[config.mk]
export PLATFORM = sky130hd
export DESIGN_NAME = dsp_rom_decode
export DESIGN_NICKNAME = d
export VERILOG_FILES = /design/src/rtl/dsp_rom_pkg.sv /design/src/rtl/dsp_rst_sync.sv /design/src/rtl/dsp_space_decode.sv /design/src/rtl/dsp_bank_reg.sv /design/src/rtl/dsp_rom_decode.sv
export SDC_FILE = /design/constraint.sdc
export NUM_CORES = 1
export LEC_CHECK = 0
export ABC_AREA = 1
export BUFFER_PORTS_ARGS = -buffer_cell sky130_fd_sc_hd__buf_2
export CORE_AREA = 3 3 40 42
export CTS_BUF_LIST = sky130_fd_sc_hd__clkbuf_4
export CTS_CLUSTER_DIAMETER = 60
export DETAILED_ROUTE_END_ITERATION = 10
export DIE_AREA = 0 0 43 45
export HOLD_SLACK_MARGIN = 0.15
export MAX_ROUTING_LAYER = met4
export PLACE_DENSITY = 0.6
export SLEW_MARGIN = 40
export SYNTH_ARGS = -nofsm -noshare
export SYNTH_HDL_FRONTEND = slang
export SYNTH_SLANG_ARGS = --single-unit
[constraint.sdc]
create_clock -name clk -period 1.25 [get_ports clk]
set_input_delay 0.3125 -clock clk [delete_from_list [all_inputs] [get_ports clk]]
set_output_delay 0.3125 -clock clk [all_outputs]
set_load 0.02 [all_outputs]
[src/rtl/dsp_rom_pkg.sv]
package dsp_rom_pkg;

  // Memory space seen on the DSP bus for the current cycle.
  typedef enum logic [1:0] {
    SPC_IDLE  = 2'd0,
    SPC_PROG  = 2'd1,
    SPC_XDATA = 2'd2,
    SPC_YDATA = 2'd3
  } dsp_space_e;

  // Width of the flash page field above the pass-through bits.
  function automatic int page_bits(input int bank_w);
    return bank_w + 1;
  endfunction

endpackage

[src/rtl/dsp_rst_sync.sv]
module dsp_rst_sync (
  input  logic clk,
  input  logic rst_n,
  output logic rst_sync_n
);

  logic [1:0] sync_q;
  logic [1:0] sync_d;

  always_comb begin
    sync_d = {sync_q[0], 1'b1};
  end

  always_ff @(posedge clk or negedge rst_n) begin
    if (!rst_n) begin
      sync_q <= 2'b00;
    end else begin
      sync_q <= sync_d;
    end
  end

  assign rst_sync_n = sync_q[1];

endmodule

[src/rtl/dsp_space_decode.sv]
module dsp_space_decode
  import dsp_rom_pkg::*;
#(
  parameter int ADDR_W = 16
) (
  input  logic [ADDR_W-1:0] addr,
  input  logic              prog_n,
  input  logic              data_n,
  input  logic              x_sel,
  input  logic              rd_n,
  input  logic              wr_n,
  output dsp_space_e        space,
  output logic              win_hit,
  output logic              rd_cycle
);

  localparam int TOP = ADDR_W - 1;

  // Space from the strobe pair; both or neither low is idle.
  always_comb begin
    unique case ({prog_n, data_n})
      2'b01:   space = SPC_PROG;
      2'b10:   space = x_sel ? SPC_XDATA : SPC_YDATA;
      default: space = SPC_IDLE;
    endcase
  end

  // Upper window: top bit set and either of the next two set.
  always_comb begin
    win_hit = addr[TOP] & (addr[TOP-1] | addr[TOP-2]);
  end

  always_comb begin
    rd_cycle = ~rd_n & wr_n;
  end

endmodule

[src/rtl/dsp_bank_reg.sv]
module dsp_bank_reg #(
  parameter int BANK_W = 3
) (
  input  logic              clk,
  input  logic              rst_n,
  input  logic              load_en,
  input  logic [BANK_W-1:0] load_val,
  output logic [BANK_W-1:0] bank_q
);

  logic [BANK_W-1:0] bank_d;

  always_comb begin
    bank_d = bank_q;
    if (load_en) begin
      bank_d = load_val;
    end
  end

  always_ff @(posedge clk or negedge rst_n) begin
    if (!rst_n) begin
      bank_q <= '0;
    end else begin
      bank_q <= bank_d;
    end
  end

endmodule

[src/rtl/dsp_rom_decode.sv]
module dsp_rom_decode
  import dsp_rom_pkg::*;
#(
  parameter int ADDR_W = 16,
  parameter int BANK_W = 3
) (
  input  logic              clk,
  input  logic              rst_n,
  input  logic [ADDR_W-1:0] dsp_addr,
  input  logic              prog_n,
  input  logic              data_n,
  input  logic              x_sel,
  input  logic              rd_n,
  input  logic              wr_n,
  input  logic              cfg_we,
  input  logic [BANK_W-1:0] cfg_bank,
  output logic              rom_sel_n,
  output logic [BANK_W:0]   flash_hi
);

  localparam int HI_W = page_bits(BANK_W);

  logic              rst_core_n;
  dsp_space_e        space;
  logic              win_hit;
  logic              rd_cycle;
  logic [BANK_W-1:0] bank_q;
  logic              space_ok;
  logic [HI_W-1:0]   hi_bits;

  dsp_rst_sync u_rst (
    .clk        (clk),
    .rst_n      (rst_n),
    .rst_sync_n (rst_core_n)
  );

  dsp_space_decode #(.ADDR_W(ADDR_W)) u_dec (
    .addr     (dsp_addr),
    .prog_n   (prog_n),
    .data_n   (data_n),
    .x_sel    (x_sel),
    .rd_n     (rd_n),
    .wr_n     (wr_n),
    .space    (space),
    .win_hit  (win_hit),
    .rd_cycle (rd_cycle)
  );

  dsp_bank_reg #(.BANK_W(BANK_W)) u_bank (
    .clk      (clk),
    .rst_n    (rst_core_n),
    .load_en  (cfg_we),
    .load_val (cfg_bank),
    .bank_q   (bank_q)
  );

  always_comb begin
    space_ok = (space == SPC_PROG) || (space == SPC_XDATA);
  end

  always_comb begin
    rom_sel_n = ~(space_ok & win_hit & rd_cycle);
  end

  // Top page bit follows the program strobe level; the bank field sits below it.
  always_comb begin
    hi_bits = {prog_n, bank_q};
  end

  assign flash_hi = hi_bits;

endmodule

==> flow_metrics.py <==
metrics = {
    "status": {
        "outcome": "complete, but fails checks",
        "violations": "negative setup slack",
    },
    "logic_synthesis": {
        "synth-xor-area-share": 0,
        "synth_cell_types": 10,
        "synth_area_leader_cell": "dfrtp_1",
        "synth.avg_cell_area_sq_um": 9.56,
        "ys_warn_count": 0,
        "synthMostInstantiatedCell": "inv_1",
        "async_flop_share": 1.00,
        "synth_nets": 58,
        "synthTopCellsByArea": "dfrtp_1 (47%), ha_1 (14%), mux2_2 (13%)",
        "synthCells": 28,
        "syn_area_sq_um": 268,
        "synth-simple-area-share": 0.140,
        "synthAdderAreaFrac": 0.140,
        "muxShareOfSynthArea": 0.126,
        "synth_top_family_by_area": "adder cells",
        "synth_edf_count": 0,
        "synth_flop_cell": "dfrtp_1",
        "synth_common_cells": "inv_1 (6), dfrtp_1 (5), nand2_1 (5)",
        "ys_seq_elements": 5,
        "synth.top_cell.area_share": 0.467,
        "synth_compound_area_frac": 0,
        "seq_area_frac_synth": 0.467,
    },
    "detailed_routing": {
        "avgViaCountPerCell": 3.79,
        "routedWlPerCell_um": 9.19,
        "first_pass_iters": 2,
        "drc": 0,
        "antenna_left": 0,
        "drt-initial-drc-count": 2,
        "wirelength_um": 625,
        "num_vias": 258,
    },
    "global_route": {
        "use_met1": 0.0711,
        "grt_use_total": 0.0802,
        "grt_overflow": 0,
        "use_met3": 0.0558,
        "grt_first_pass_wirelength_um": 1040,
        "busiest_layer": "met2",
        "grt_pass1_vias": 262,
        "antenna_found_initial": 0,
        "grt_max_degree": 5,
        "met2_usage": 0.123,
    },
    "worst_setup_path": {
        "crit_arrival_ps": 1010,
        "cp-end-kind": "output port",
        "path_class": "in -> out",
        "slowest_stage": "ha_4",
        "cp.required_ps": 940,
        "critPathLaunchType": "input port",
        "cp_num_buf_inv": 4,
        "crit_chain": "buf_8, inv_4, ha_4, inv_4, nand2_2, nand2_2, nand3_2, buf_6",
        "critPathMaxStageDelay_ps": 190,
        "cp_top_family": "buffers and inverters",
        "startpoint": "prog_n",
        "reg2reg_from": "u_bank.bank_q[0]",
        "worstPathMaxFanout": 4,
    },
    "clock_network": {
        "cts_buffer_depth": 2,
        "path_clk_slew_ps": 40,
        "cts_tree": "done",
        "worstSkewPairLatency_ps": 240,
        "cts.sink_count": 5,
        "cts_htree_levels": 1,
        "cts_root_buffer": "clkbuf_4",
        "cts_buffers": 3,
    },
    "pwr": {
        "p_int_w": 0.000382,
        "power.leakage_nw": 0.257,
        "p_sw_w": 0.000129,
        "vdd_ir_drop_max_v": 0.000500,
        "pwr-share-comb": 0.243,
        "pwr-share-clk": 0.403,
        "powerDensity_nw_per_um2": 967,
        "p_seq_frac": 0.354,
        "finalPower_w": 0.000510,
        "sw_frac_of_total": 0.252,
    },
    "sta": {
        "layout_min_cycle_time_ps": 1330,
        "finalHoldViolations": 0,
        "setup_violations": 1,
        "fmax_ghz": 0.754,
        "slew_violations": 0,
        "finalCritPeriodShare": 1.06,
        "setup_slack_ps": -76.6,
        "fin_skew_ps": 0.937,
        "fin_setup_tns_ps": -76.6,
        "rsz0062_at_grt": "yes",
    },
    "flow_run": {
        "drv_cap": 0,
    },
    "placed_design": {
        "dp_slack_ps": -199,
        "gp_congestion": 0.682,
        "hpwl_um": 419,
        "placed_cells": 61,
        "io_buffers": 18,
    },
    "die": {
        "ioPinCount": 32,
        "die-area_sq_um": 1940,
        "start_util": 0.208,
        "core_sq_um": 1280,
        "dieWidth_um": 43,
        "die_height_um": 45,
        "num_rows": 13,
    },
    "final_layout": {
        "drive_above_1_share": 0.736,
        "fin_cells": 68,
        "area_delta_synth_final_pct": 97.2,
        "postLayoutCoreUtil": 0.411,
        "final_nets": 84,
        "n_fill_cell": 127,
        "antennaDiodeCount": 0,
    },
    "worst_hold_path": {
        "hp-class": "in -> reg",
        "hold_start": "cfg_bank[0]",
    },
}
layout make-up:
class	count	area (sq um)	share of cell area
clock buffers	4	30.0	0.0569
flip-flops and latches	5	125	0.237
inverters	6	32.5	0.0616
multi-input cells	16	170	0.322
repair buffers	22	151	0.287
well taps	15	18.8	0.0355
stage by stage:
stage	hold slack, ps	cell area (sq um)
finish	308	528
global route	303	528
CTS	300	503
detailed placement	37.9	377
global placement	37.9	377
floorplan	16.9	268
kinds of logic (layout without fill, tap and decap cells):
logic type                 after synthesis  in the layout
DFF                                      5              5
other                                    1              1
muxes                                    3              3
buffers and inverters                    7             32
and+or+nand+nor                          9              9
adders and majority gates                3              3
cells in the final DEF (no fill, tap or decap), drive strengths merged, types with 2 or more instances in the layout:
master / Yosys / layout
mux2: 3 / 3
dlygate4sd3: 0 / 2
buf: 1 / 20
inv: 6 / 6
nand3: 2 / 2
nand2: 5 / 5
ha: 3 / 3
dfrtp: 5 / 5
clkbuf: 0 / 4
power by group through the flow:
stage,Combinational (W),Sequential [W],Clock [W]
final,0.000124,0.000181,0.000205
after global routing,0.000139,0.000182,0.000232
after CTS,0.000111,0.000181,0.000215
after detailed placement,0.0000835,0.000185,0
after global placement,0.0000825,0.000184,0
after floorplan,0.0000319,0.000196,0
timing repair:
| action | 4_1_cts | 5_1_grt |
|---|---|---|
| pin swaps | 6 | 4 |
| hold endpoints to repair | 5 | 0 |
| hold buffers | 2 | 0 |
| setup endpoints to repair | 1 | 1 |
| buffers inserted | 1 | 0 |
| resized for setup | 17 | 8 |
flip-flops by register name, summed over array words and instances, names as in the netlist:
register and flops:
u_bank.bank_q 3, u_rst.sync_q 2
final timing paths:
check | to | slack, ps | cells past startpoint
worst max-delay path | rom_sel_n | -80 | 8
worst min register to register | u_rst.sync_q[1] | 360 | 0
min in group asynchronous | u_rst.sync_q[0] | 390 | 2
max in group asynchronous | u_bank.bank_q[2] | 530 | 1
worst min-delay path | u_bank.bank_q[0] | 310 | 2
worst max register to register | u_bank.bank_q[0] | 500 | 1
per-layer routing:
metal / vias to the layer above / wire (um)
met1: 116 / 181
met2: 10 / 392
met5: - / 0
met3: 0 / 50
li1: 132 / -
met4: 0 / 0
Power figures use the tool's default switching activity.
